`src/rtl/xbus_pkg.sv`:
```
package xbus_pkg;

    localparam int PTR_W  = 21;
    localparam int DATA_W = 16;
    localparam int BYTE_W = 8;
    localparam int HI_W   = PTR_W - 1 - DATA_W;
    localparam int WC_W   = 2;

    typedef enum logic {
        ACC_FETCH = 1'b0,
        ACC_TABLE = 1'b1
    } acc_kind_e;

    typedef enum logic [1:0] {
        PH_Q1 = 2'd0,
        PH_Q2 = 2'd1,
        PH_Q3 = 2'd2,
        PH_Q4 = 2'd3
    } phase_e;

    typedef struct packed {
        acc_kind_e          kind;
        logic               narrow;
        logic [PTR_W-1:0]   ptr;
    } acc_req_t;

    // wait code 3 -> 0 extra cycles ... code 0 -> 3 extra cycles
    function automatic logic [WC_W-1:0] extra_cycles(input logic [WC_W-1:0] code);
        return ~code;
    endfunction

endpackage

```
`src/rtl/xbus_phase.sv`:
```
module xbus_phase
    import xbus_pkg::*;
(
    input  logic             clk,
    input  logic             rst,
    input  logic             start,
    input  logic [WC_W-1:0]  extra,
    output logic             active,
    output phase_e           phase,
    output logic             first,
    output logic             finish
);

    logic [WC_W-1:0] cyc;
    logic [WC_W-1:0] ncyc;
    logic [1:0]      ph_nxt;

    assign ph_nxt = phase + 2'd1;
    assign first  = (cyc == '0);
    assign finish = active && (phase == PH_Q4) && (cyc == ncyc);

    always_ff @(posedge clk) begin
        if (rst) begin
            active <= 1'b0;
            phase  <= PH_Q1;
            cyc    <= '0;
            ncyc   <= '0;
        end else if (!active) begin
            if (start) begin
                active <= 1'b1;
                phase  <= PH_Q1;
                cyc    <= '0;
                ncyc   <= extra;
            end
        end else begin
            phase <= phase_e'(ph_nxt);
            if (phase == PH_Q4) begin
                if (cyc == ncyc) active <= 1'b0;
                else             cyc    <= cyc + 1'b1;
            end
        end
    end

    // the access ends right after its final phase
    p_finish_idle_r6: assert property (@(posedge clk) disable iff (rst)
        finish |=> !active);

    // phases advance one per clock while an access runs
    p_phase_step_r3: assert property (@(posedge clk) disable iff (rst)
        (active && $past(active)) |-> (phase == phase_e'($past(phase) + 2'd1)));

endmodule

```
`src/rtl/xbus_drive.sv`:
```
module xbus_drive
    import xbus_pkg::*;
(
    input  logic              clk,
    input  logic              rst,
    input  logic              active,
    input  phase_e            phase,
    input  logic              first,
    input  acc_req_t          cur,
    input  logic              bus_off,
    output logic              ale,
    output logic              ad_drive,
    output logic [DATA_W-1:0] ad_out,
    output logic [HI_W-1:0]   addr_hi,
    output logic              oe_n,
    output logic              ba0
);

    logic rd_window;
    logic tbl_on;

    assign ale       = active && first && (phase == PH_Q1);
    assign ad_drive  = ale && !bus_off;
    assign ad_out    = ale ? cur.ptr[DATA_W:1] : '0;
    assign addr_hi   = active ? cur.ptr[PTR_W-1:DATA_W+1] : '0;
    assign rd_window = active && (!first || (phase == PH_Q3) || (phase == PH_Q4));
    assign oe_n      = !rd_window;
    assign tbl_on    = active && (cur.kind == ACC_TABLE);

    always_comb begin
        ba0 = 1'b0;
        if (tbl_on)
            ba0 = cur.ptr[0];
        else if (active && cur.narrow)
            ba0 = (phase == PH_Q4);
    end

    // shared pins are driven only under the address strobe
    p_ad_under_ale_r2: assert property (@(posedge clk) disable iff (rst)
        ad_drive |-> ale);

    // strobe and read enable never overlap
    p_ale_oe_excl_r3: assert property (@(posedge clk) disable iff (rst)
        ale |-> oe_n);

    // byte address is fixed across a table read
    p_tbl_ba0_r8: assert property (@(posedge clk) disable iff (rst)
        (tbl_on && $past(tbl_on)) |-> $stable(ba0));

endmodule

```
`src/rtl/xbus_capture.sv`:
```
module xbus_capture
    import xbus_pkg::*;
(
    input  logic              clk,
    input  logic              rst,
    input  logic              active,
    input  phase_e            phase,
    input  logic              finish,
    input  logic              is_table,
    input  logic              narrow,
    input  logic              lane_hi,
    input  logic [DATA_W-1:0] pad_din,
    output logic              done,
    output logic [DATA_W-1:0] rd_word,
    output logic [BYTE_W-1:0] rd_byte
);

    logic [BYTE_W-1:0] lo_hold;
    logic [BYTE_W-1:0] lane_sel;

    assign lane_sel = (narrow || !lane_hi) ? pad_din[BYTE_W-1:0]
                                           : pad_din[DATA_W-1:BYTE_W];

    always_ff @(posedge clk) begin
        if (rst) begin
            done    <= 1'b0;
            rd_word <= '0;
            rd_byte <= '0;
            lo_hold <= '0;
        end else begin
            done <= finish;
            if (active && !is_table && narrow && (phase == PH_Q3))
                lo_hold <= pad_din[BYTE_W-1:0];
            if (finish) begin
                if (is_table)
                    rd_byte <= lane_sel;
                else if (narrow)
                    rd_word <= {pad_din[BYTE_W-1:0], lo_hold};
                else
                    rd_word <= pad_din;
            end
        end
    end

    // completion is a single-clock pulse
    p_done_single_r4: assert property (@(posedge clk) disable iff (rst)
        done |=> !done);

endmodule

```
`src/rtl/xbus_seq.sv`:
```
module xbus_seq
    import xbus_pkg::*;
(
    input  logic              clk,
    input  logic              rst,
    input  logic              req_valid,
    input  logic              req_table,
    input  logic [20:0]       req_ptr,
    input  logic              cfg_narrow,
    input  logic [1:0]        cfg_wait,
    input  logic              bus_off,
    input  logic [15:0]       pad_din,
    output logic [15:0]       ad_out,
    output logic              ad_drive,
    output logic [3:0]        addr_hi,
    output logic              ale,
    output logic              oe_n,
    output logic              ba0,
    output logic              pin_drive,
    output logic              done,
    output logic [15:0]       rd_word,
    output logic [7:0]        rd_byte
);

    acc_req_t         cur;
    logic             busy;
    logic             start;
    logic             first;
    logic             finish;
    phase_e           phase;
    logic [WC_W-1:0]  extra;

    assign start     = req_valid && !busy && !bus_off;
    assign extra     = req_table ? extra_cycles(cfg_wait) : '0;
    assign pin_drive = !bus_off;

    always_ff @(posedge clk) begin
        if (rst) begin
            cur <= '0;
        end else if (start) begin
            cur.kind   <= req_table ? ACC_TABLE : ACC_FETCH;
            cur.narrow <= cfg_narrow;
            cur.ptr    <= req_ptr;
        end
    end

    xbus_phase i_phase (
        .clk    (clk),
        .rst    (rst),
        .start  (start),
        .extra  (extra),
        .active (busy),
        .phase  (phase),
        .first  (first),
        .finish (finish)
    );

    xbus_drive i_drive (
        .clk      (clk),
        .rst      (rst),
        .active   (busy),
        .phase    (phase),
        .first    (first),
        .cur      (cur),
        .bus_off  (bus_off),
        .ale      (ale),
        .ad_drive (ad_drive),
        .ad_out   (ad_out),
        .addr_hi  (addr_hi),
        .oe_n     (oe_n),
        .ba0      (ba0)
    );

    xbus_capture i_capture (
        .clk      (clk),
        .rst      (rst),
        .active   (busy),
        .phase    (phase),
        .finish   (finish),
        .is_table (cur.kind == ACC_TABLE),
        .narrow   (cur.narrow),
        .lane_hi  (cur.ptr[0]),
        .pad_din  (pad_din),
        .done     (done),
        .rd_word  (rd_word),
        .rd_byte  (rd_byte)
    );

    // an idle bus stays idle while released
    p_idle_off_r9: assert property (@(posedge clk) disable iff (rst)
        (bus_off && !busy) |=> !busy);

    // completion coincides with the read strobe rising
    p_done_oe_rise_r4: assert property (@(posedge clk) disable iff (rst)
        done |-> (oe_n && $past(!oe_n)));

    // no new strobe while an access runs past Q1
    p_no_restart_r10: assert property (@(posedge clk) disable iff (rst)
        (busy && !first) |-> !ale);

endmodule

```
`config.mk`:
```
export PLATFORM = sky130hd
export DESIGN_NAME = xbus_seq
export DESIGN_NICKNAME = d
export VERILOG_FILES = /design/src/rtl/xbus_pkg.sv /design/src/rtl/xbus_phase.sv /design/src/rtl/xbus_drive.sv /design/src/rtl/xbus_capture.sv /design/src/rtl/xbus_seq.sv
export SDC_FILE = /design/constraint.sdc
export NUM_CORES = 1
export LEC_CHECK = 0
export CAP_MARGIN = 5
export CORE_UTILIZATION = 44
export DETAILED_ROUTE_END_ITERATION = 10
export DONT_BUFFER_PORTS = 1
export PLACE_DENSITY = 0.71
export SKIP_LAST_GASP = 1
export SLEW_MARGIN = 20
export SYNTH_ARGS = -nofsm -noshare
export SYNTH_HDL_FRONTEND = slang
export SYNTH_SLANG_ARGS = --single-unit
```
`constraint.sdc`:
```
create_clock -name clk -period 4.2 [get_ports clk]
set_clock_uncertainty 0.2 [all_clocks]
set_input_delay 0.63 -clock clk [delete_from_list [all_inputs] [get_ports clk]]
set_output_delay 0.63 -clock clk [all_outputs]
set_load 0.02 [all_outputs]
```
==> results.md, run 1 <==
- Primary FF master, synth: dfxtp_1
- All-Layer GR Usage: 0.177
- Total CTS buffers: 9
- Post-CTS setup buffers: 0
- Register area share after synthesis: 0.412
- Flip-flop and latch count after synthesis: 63
- Mapped Area: 3060 sq um
- Drt initial violations: 108
- Critical path startpoint: i_phase.active
- HPWL after DPL: 4280 um
- Hold Crit Class: in -> reg
- Flop pwr share: 0.489
- H-tree lvl count: 3
- Static Leak: 1.18 nW
- Synth cell types: 35
- Clk root buf: clkbuf_8
- Number of flops mapped to enable cells by yosys: 0
- Max Root-Sink Buffers: 2
- Syn Area/Cell: 8.85 sq um
- Height of the die: 85.4 um
- RR Endpoint: i_capture.rd_byte[0]
- Gate Count Post-Synth: 346
- Setup WS post-layout: 1.27 ns
- Slew margin rel.: 0.289
- Die Wd: 85.4 um
- FF-to-FF setup slack: 1.92 ns
- Final period util: 0.699
- Vias: 2,216
- Setup crit end kind: output pin
- Post-CTS sizing: 0
- Crit-path max FO: 18
- Gr ovfl total: 0
- TritonCTS clock tree: built
- Final Critical Period: 2.93 ns
- I/O Buffers: 0
- R2R depth: 3
- Initial antenna violation count: 0
- Failing checks: DRC
- CTS clk-pin slew, worst paths: 0.07 ns
- Slew @ Worst Pin: 1.06 ns
- # rows: 30
- Switch Pwr: 288 uW
- YS warnings: 0
- Initial Util: 0.453
- Endpoints failing hold: 0
- Area grow syn2layout: 5.60%
- CP Data Arrival Time: 2.10 ns
- Num ports: 95
- ANT cells: 0
- Commonest non-fill, non-tap cells in the layout: nand2_1, dfxtp_1, a21oi_1
- Fmax: 0.341 GHz
- Most common cell after layout, fill and taps aside: nand2_1
- Largest net degree at the start of global routing: 82
- Drt pass-1 iters: 7
- DR WL/cell: 15.1 um
- Setup TNS: 0 ns
- Setup crit end: ad_out[9]
- Drt total wl: 6270 um
- Die area: 7300 sq um
- Crit path kind: reg -> out
- Pwr dens: 394 nW/um^2
- Pre-CTS setup slack: 1.62 ns
- Nets: 380
- Post-Syn Nets: 396
- Post-route ant nets: 0
- Vias in the first global route: 2,072
- Vias per std cell: 5.34
- Final Max Slew Viols: 0
- First-pass GRT wire length: 10,000 um
- CTS Sinks: 63
- Gate power share: 0.053
- Share of cells above drive strength 1: 0.122
- Critical path required time: 3.37 ns
- Reg2reg start: cur[21]
- Placer Congestion: 0.769
- CORE AREA: 6760 sq um
- RSZ-0062 raised after global routing: no
- Hold-fix buffers at CTS: 0
- Setup violations, final: 0
- Startpoint types: flip-flop
- VDD IR-drop max: 0.000265 V
- Async SR Flop Fraction: 0
- Detailed-route DRC error count: 1
- Sw Ratio: 0.226
- Status: finished, violations left
- Total internal power: 985 uW
- Clock power frac: 0.458
- Max cap viols: 0
- Worst skew pair latency: 0.34 ns
power groups by stage:
stage	Sequential (mW)	Combinational (mW)	Clock [mW]
after floorplan	0.628	0.0778	0
after global placement	0.636	0.0663	0
after detailed placement	0.637	0.0675	0
after CTS	0.623	0.0677	0.601
after global routing	0.625	0.0751	0.636
final	0.623	0.0670	0.583
cell usage after synthesis, types with 4 or more instances:
cell type / n / area (sq um)
nand2_1: 70 / 263
dfxtp_1: 63 / 1260
a21oi_1: 37 / 185
mux2i_1: 25 / 250
and2_1: 22 / 138
nor2_1: 19 / 71.3
nor2b_1: 18 / 113
mux2_4: 10 / 150
a31oi_1: 8 / 50.1
buf_2: 8 / 40.0
clkbuf_1: 8 / 30.0
mux2_2: 7 / 78.8
a211oi_1: 6 / 45.0
inv_1: 6 / 22.5
ha_1: 5 / 62.6
buf_1: 4 / 15.0
buf_6: 4 / 45.0
nand3b_1: 4 / 30.0
layer usage:
| layer | vias to the layer above | track usage | part of all wire |
|---|---|---|---|
| met5 | - | 0 | 0 |
| met4 | 0 | 0.0455 | 0.0073 |
| met3 | 5 | 0.0885 | 0.090 |
| met2 | 87 | 0.280 | 0.47 |
| met1 | 1004 | 0.214 | 0.44 |
| li1 | 1120 | - | - |
logic make-up after synthesis:
logic type / after synthesis / share of synthesized area
AOI/OAI and AO/OA: 54 / 0.103
adders and majority gates: 5 / 0.0204
buffers and inverters: 33 / 0.0564
DFF: 63 / 0.412
muxes: 42 / 0.157
xor gates and xnor gates: 2 / 0.0106
and+or+nand+nor: 147 / 0.242
per-stage QoR:
step                hold WS [ns]  power, mW  cells  cell area (sq um)   util
global route               0.130       1.34    415               3230  0.479
CTS                        0.143       1.29    415               3230  0.479
finish                     0.178       1.27    415               3230  0.479
detailed placement         0.238      0.704    399               3010  0.446
floorplan                  0.232      0.706    346               3060      -
global placement           0.232      0.703    399               3010  0.446
worst min-delay path by stage:
| stage | start | endpoint | slack, ns | cells after the start |
|---|---|---|---|---|
| finish | rst | i_capture.lo_hold[3] | 0.18 | 1 |
| global route | rst | i_capture.rd_byte[6] | 0.13 | 1 |
| CTS | rst | i_capture.rd_byte[7] | 0.14 | 1 |
| detailed placement | cur[12] | cur[12] | 0.24 | 2 |
| global placement | cur[12] | cur[12] | 0.23 | 2 |
| floorplan | cur[10] | cur[10] | 0.23 | 2 |
area by class of cell:
class	count	area, sq um
clock buffers	10	138
inverters	6	22.5
flip-flops and latches	63	1260
multi-input cells	250	1630
clock inverters	6	83.8
well taps	80	100
fillers	669	3520
registers in the layout, summed over array words and instances (netlist names):
signal	cells
i_capture.lo_hold	8
i_phase.cyc	2
i_capture.rd_word	16
cur	23
i_phase.phase	2
i_phase.ncyc	2
i_phase.active	1
i_capture.done	1
i_capture.rd_byte	8
worst max-delay path: stages (launching register included):
cell and delay [ns]:
dfxtp_1 0.71, and3_1 0.70, and2_1 0.35
(Power assumes the default switching activity.)
==> run 2, diff against run 1 <==
==> constraint.sdc (replaced) <==
create_clock -name clk -period 3.1 [get_ports clk]
set_clock_uncertainty 0.2 [all_clocks]
set_input_delay 0.465 -clock clk [delete_from_list [all_inputs] [get_ports clk]]
set_output_delay 0.465 -clock clk [all_outputs]
set_load 0.02 [all_outputs]
==> run 2 against run 1 <==
Compared with the run above: the flow still finishes with violations (DRC); sequential cell count unchanged; sequential share of layout area decreased by 0.31 points; total power increased by 26%; design area increased by 0.81%; routed wire length increased by 1.9%; worst setup slack got worse by 0.69 ns; die area unchanged; sequential power increased by 34%; combinational power increased by 73%; worst hold slack got worse by 0.12 ns.
==> results.md, run 2 (synthesis results as in run 1) <==
- Initial antenna violation count: 0
- Vias in the first global route: 2,230
- CP Data Arrival Time: 1.86 ns
- Setup TNS: 0 ns
- CORE AREA: 6760 sq um
- Drt total wl: 6390 um
- Height of the die: 85.4 um
- Status: finished, violations left
- Placed cell areas: 3060 sq um
- Pwr dens: 492 nW/um^2
- Reg area: 1260 sq um
- Pre-CTS setup slack: 0.910 ns
- Total CTS buffers: 9
- Initial Util: 0.453
- Setup crit end: ad_out[14]
- Critical path required time: 2.43 ns
- DR WL/cell: 15.2 um
- FF-to-FF setup slack: 1.14 ns
- # rows: 30
- Placed insts: 405
- RR Endpoint: i_capture.rd_word[12]
- Final Critical Period: 2.53 ns
- Setup violations, final: 0
- Gr ovfl total: 0
- R2R depth: 4
- Commonest non-fill, non-tap cells in the layout: nand2_1, dfxtp_1, a21oi_1
- Crit path kind: reg -> out
- VDD IR-drop max: 0.000311 V
- Fmax: 0.396 GHz
- Setup WS post-layout: 0.574 ns
- Final Power: 1.60 mW
- Num ports: 95
- Nets: 387
- Drt pass-1 iters: 7
- Biggest register: cur
- RSZ-0062 raised after global routing: no
- # fillers: 678
- Footprint of the multi-input gates: 1630 sq um
- Non-Filler Instances: 421
- First-pass GRT wire length: 10,300 um
- Die area: 7300 sq um
- Slew @ Worst Pin: 0.812 ns
- Drt initial violations: 109
- Detailed-route DRC error count: 1
- Largest register FFs: 23
- ANT cells: 0
- H-tree lvl count: 3
- Largest regs: cur: 23 flops, i_capture.rd_word: 16 flops
- TritonCTS clock tree: built
- Final period util: 0.815
- CTS Sinks: 63
- Reg2reg start: i_phase.phase[1]
- Post-route core utilization: 0.482
- Design area: 3260 sq um
- Setup crit end kind: output pin
- CTS clk-pin slew, worst paths: 0.07 ns
- Area grow syn2layout: 6.46%
- Worst hold slack: 0.0555 ns
- Static Leak: 1.20 nW
- Clk root buf: clkbuf_8
- Largest net degree at the start of global routing: 45
- Placer Congestion: 0.753
- Crit-path max FO: 18
- Post-CTS setup buffers: 0
- Max cap viols: 0
- Vias per std cell: 5.34
- Post-route ant nets: 0
- Endpoints failing hold: 0
- I/O Buffers: 0
- Slew margin rel.: 0.459
- Vias: 2,247
- Die Wd: 85.4 um
- Share of cells above drive strength 1: 0.138
- Worst skew pair latency: 0.33 ns
- Critical path startpoint: i_phase.cyc[0]
- All-Layer GR Usage: 0.181
- Hold Crit Class: in -> reg
- Max Root-Sink Buffers: 2
- Final Max Slew Viols: 0
- HPWL after DPL: 4240 um
- Failing checks: DRC
- Startpoint types: flip-flop
- Most common cell after layout, fill and taps aside: nand2_1
## run 2: cell count changes in the layout (fill, tap and decap cells not counted), sizes merged
cell	before	now
buf	0	7
bufinv	2	0
clkbuf	10	12
clkinv	4	2
clkinvlp	0	1
## run 2: final cells by class
cell class / instances / share of cell area
clock buffers: 12 / 0.0507
clock inverters: 3 / 0.00537
inverters: 6 / 0.00691
multi-input cells: 250 / 0.499
flip-flops and latches: 63 / 0.387
well taps: 80 / 0.0307
repair buffers: 7 / 0.0200
## run 2: worst min-delay path by stage
stage                 from      end  depth (start not counted)
2_1_floorplan      cur[10]  cur[10]                          2
3_3_place_gp       cur[20]  cur[20]                          2
3_5_place_dp        cur[2]   cur[2]                          2
4_1_cts        req_ptr[15]  cur[15]                          2
5_1_grt        req_ptr[14]  cur[14]                          2
6_report       req_ptr[15]  cur[15]                          2
## run 2: timing repair
action,in CTS,in global routing
hold buffers,1,0
endpoints found under the hold margin,44,0
gates resized for setup,0,0
## run 2: power breakdown
group | total [mW] | internal (mW) | switching [mW] | leakage [nW]
sequential | 0.835 | 0.826 | 0.00938 | 0.510
clock | 0.652 | 0.348 | 0.304 | 0.0942
combinational | 0.116 | 0.0435 | 0.0725 | 0.591
## run 2: layer usage
layer | GRT usage | up-vias | share of wire | wire [um]
li1 | - | 1128 | - | -
met1 | 0.207 | 1038 | 0.45 | 2870
met2 | 0.310 | 74 | 0.47 | 2980
met3 | 0.0632 | 7 | 0.071 | 456
met4 | 0.0697 | 0 | 0.013 | 80
met5 | 0 | - | 0 | 0
## run 2: worst max-delay path: stages, from the launching register on
cell and delay [ns]:
dfxtp_1 0.35, inv_1 0.09, ha_1 0.17, and3_1 0.57
and2_1 0.35
==> run 3, diff against run 2 <==
--- a/config.mk
+++ b/config.mk
@@ -9,7 +9,7 @@
 export CORE_UTILIZATION = 44
 export DETAILED_ROUTE_END_ITERATION = 10
 export DONT_BUFFER_PORTS = 1
-export PLACE_DENSITY = 0.71
+export PLACE_DENSITY = 0.73
 export SKIP_LAST_GASP = 1
 export SLEW_MARGIN = 20
 export SYNTH_ARGS = -nofsm -noshare
==> constraint.sdc (replaced) <==
create_clock -name clk -period 2.19 [get_ports clk]
set_clock_uncertainty 0.2 [all_clocks]
set_input_delay 0.3285 -clock clk [delete_from_list [all_inputs] [get_ports clk]]
set_output_delay 0.3285 -clock clk [all_outputs]
set_load 0.02 [all_outputs]
==> run 3 against run 2 <==
Compared with the run above: the flow now finishes without violations; non-clock buffer count up 36; cell count up 8.6%; register-to-register slack worse by 0.99 ns; worst setup slack worse by 0.48 ns; design area up 13%; clock power up 81%; die area unchanged; critical path type unchanged; critical endpoint is now ad_out[7].
==> results.md, run 3 (synthesis results as in run 1) <==
- Final Power: 2.58 mW
- R2R depth: 5
- Hold Path End: i_phase.cyc[0]
- HPWL after DPL: 4310 um
- Status: finished, final reports clean
- Most common cell after layout, fill and taps aside: nand2_1
- VDD IR-drop max: 0.000641 V
- Die Wd: 85.4 um
- Worst hold path startpoint: rst
- Slew @ Worst Pin: 0.935 ns
- Slew margin rel.: 0.376
- Startpoint types: flip-flop
- Height of the die: 85.4 um
- Largest regs: cur: 23 flops, i_capture.rd_word: 16 flops
- Final Max Slew Viols: 0
- Setup TNS: 0 ns
- Largest register FFs: 23
- CP max-delay cell: dfxtp_1
- Static Leak: 1.37 nW
- Final Critical Period: 2.10 ns
- Critical path required time: 1.66 ns
- Setup crit end kind: output pin
- Commonest non-fill, non-tap cells in the layout: nand2_1, dfxtp_1, a21oi_1
- Worst skew pair latency: 0.35 ns
- First-pass GRT wire length: 11,600 um
- Placer Congestion: 0.821
- Max Root-Sink Buffers: 2
- Post-route ant nets: 0
- Share of cells above drive strength 1: 0.154
- DR WL/cell: 15.9 um
- Setup violations, final: 0
- Gr ovfl total: 0
- # fillers: 606
- Final period util: 0.959
- H-tree lvl count: 3
- Reg2reg start: cur[21]
- Crit path kind: reg -> out
- Biggest register: cur
- Total CTS buffers: 9
- Drt pass-1 iters: 4
- Footprint of the multi-input gates: 1640 sq um
- Pwr dens: 702 nW/um^2
- Nets: 423
- Largest net degree at the start of global routing: 48
- All-Layer GR Usage: 0.206
- Reg area: 1260 sq um
- # rows: 30
- RSZ-0062 raised after global routing: no
- Crit-path max FO: 18
- RR Endpoint: i_capture.lo_hold[6]
- Die area: 7300 sq um
- Slowest stage delay, CP: 0.34 ns
- Critical-path cell list: inv_1 -> ha_1 -> and3_4 -> and2_1
- Fmax: 0.476 GHz
- CTS clk-pin slew, worst paths: 0.07 ns
- Num ports: 95
- Max cap viols: 0
- FF-to-FF setup slack: 0.15 ns
- Clk root buf: clkbuf_8
- CTS Sinks: 63
- Drt initial violations: 102
- Hold Crit Class: in -> reg
- CORE AREA: 6760 sq um
- Detailed-route DRC error count: 0
- CP Data Arrival Time: 1.57 ns
- Vias in the first global route: 2,340
- Initial Util: 0.453
- Drt total wl: 7280 um
- I/O Buffers: 0
- Initial antenna violation count: 0
- Vias per std cell: 5.30
- Area grow syn2layout: 20.1%
- TritonCTS clock tree: built
- Vias: 2,424
- Endpoints failing hold: 0
- ANT cells: 0
- WHS Path Cells: 2
==> run 3: changes by cell type in the layout (fill, tap and decap cells not counted), sizes merged <==
cell | before | now
dlygate4sd3 | 0 | 34
buf | 7 | 9
bufinv | 0 | 2
clkinv | 2 | 1
clkinvlp | 1 | 0
==> run 3: timing repair <==
item,in CTS,in global routing
hold buffers,35,0
endpoints found under the setup margin,17,18
buffers inserted,0,1
gates resized for setup,2,8
pin swaps,0,2
endpoints found under the hold margin,46,0
==> run 3: through the flow <==
stage                     hold WS (ns)  area (sq um)  utilization  std cells  worst slack [ns]
after floorplan                  0.232          3060            -        346             0.318
after global placement           0.203          3060        0.454        406             0.202
after detailed placement         0.205          3060        0.454        406             0.120
after CTS                     0.000551          3660        0.542        456            0.0102
after global routing            0.0142          3680        0.544        457           0.00162
final                           0.0158          3680        0.544        457            0.0906
==> run 3: worst max-delay path by stage <==
| stage | start | to | slack [ns] | cells past startpoint |
|---|---|---|---|---|
| 2_1_floorplan | i_phase.cyc[0] | ad_out[10] | 0.32 | 6 |
| 3_3_place_gp | i_phase.cyc[0] | ad_out[5] | 0.20 | 4 |
| 3_5_place_dp | i_phase.cyc[0] | ad_out[3] | 0.12 | 4 |
| 4_1_cts | cur[21] | i_capture.lo_hold[6] | 0.01 | 5 |
| 5_1_grt | i_phase.cyc[1] | ad_out[0] | 0.002 | 4 |
| 6_report | i_phase.phase[0] | ad_out[7] | 0.09 | 4 |
==> run 3: report_power, final <==
group | leakage [nW] | internal [mW] | total (mW) | switching (mW)
sequential | 0.511 | 1.17 | 1.18 | 0.0156
clock | 0.118 | 0.726 | 1.18 | 0.452
combinational | 0.743 | 0.102 | 0.218 | 0.115
==> run 3: per-layer routing <==
metal / part of all wire / track usage / vias to the layer above
li1: - / - / 1210
met1: 0.42 / 0.240 / 1105
met2: 0.48 / 0.343 / 104
met3: 0.089 / 0.0798 / 5
met4: 0.0093 / 0.0712 / 0
met5: 0 / 0 / -
==> run 3: worst max-delay path: cells and delay by family (launching register included) <==
kind                       cells  cell delay [ns]
DFF                            1             0.34
buffers and inverters          1             0.11
and+or+nand+nor                2             0.60
adders and majority gates      1             0.16
==> run 3: layout make-up <==
cell class	count	area share
sequential	63	0.343
clock buffer	12	0.0449
clock inverter	3	0.0177
multi-input combinational	250	0.446
inverter	6	0.00612
tap	80	0.0272
timing repair buffer	43	0.114
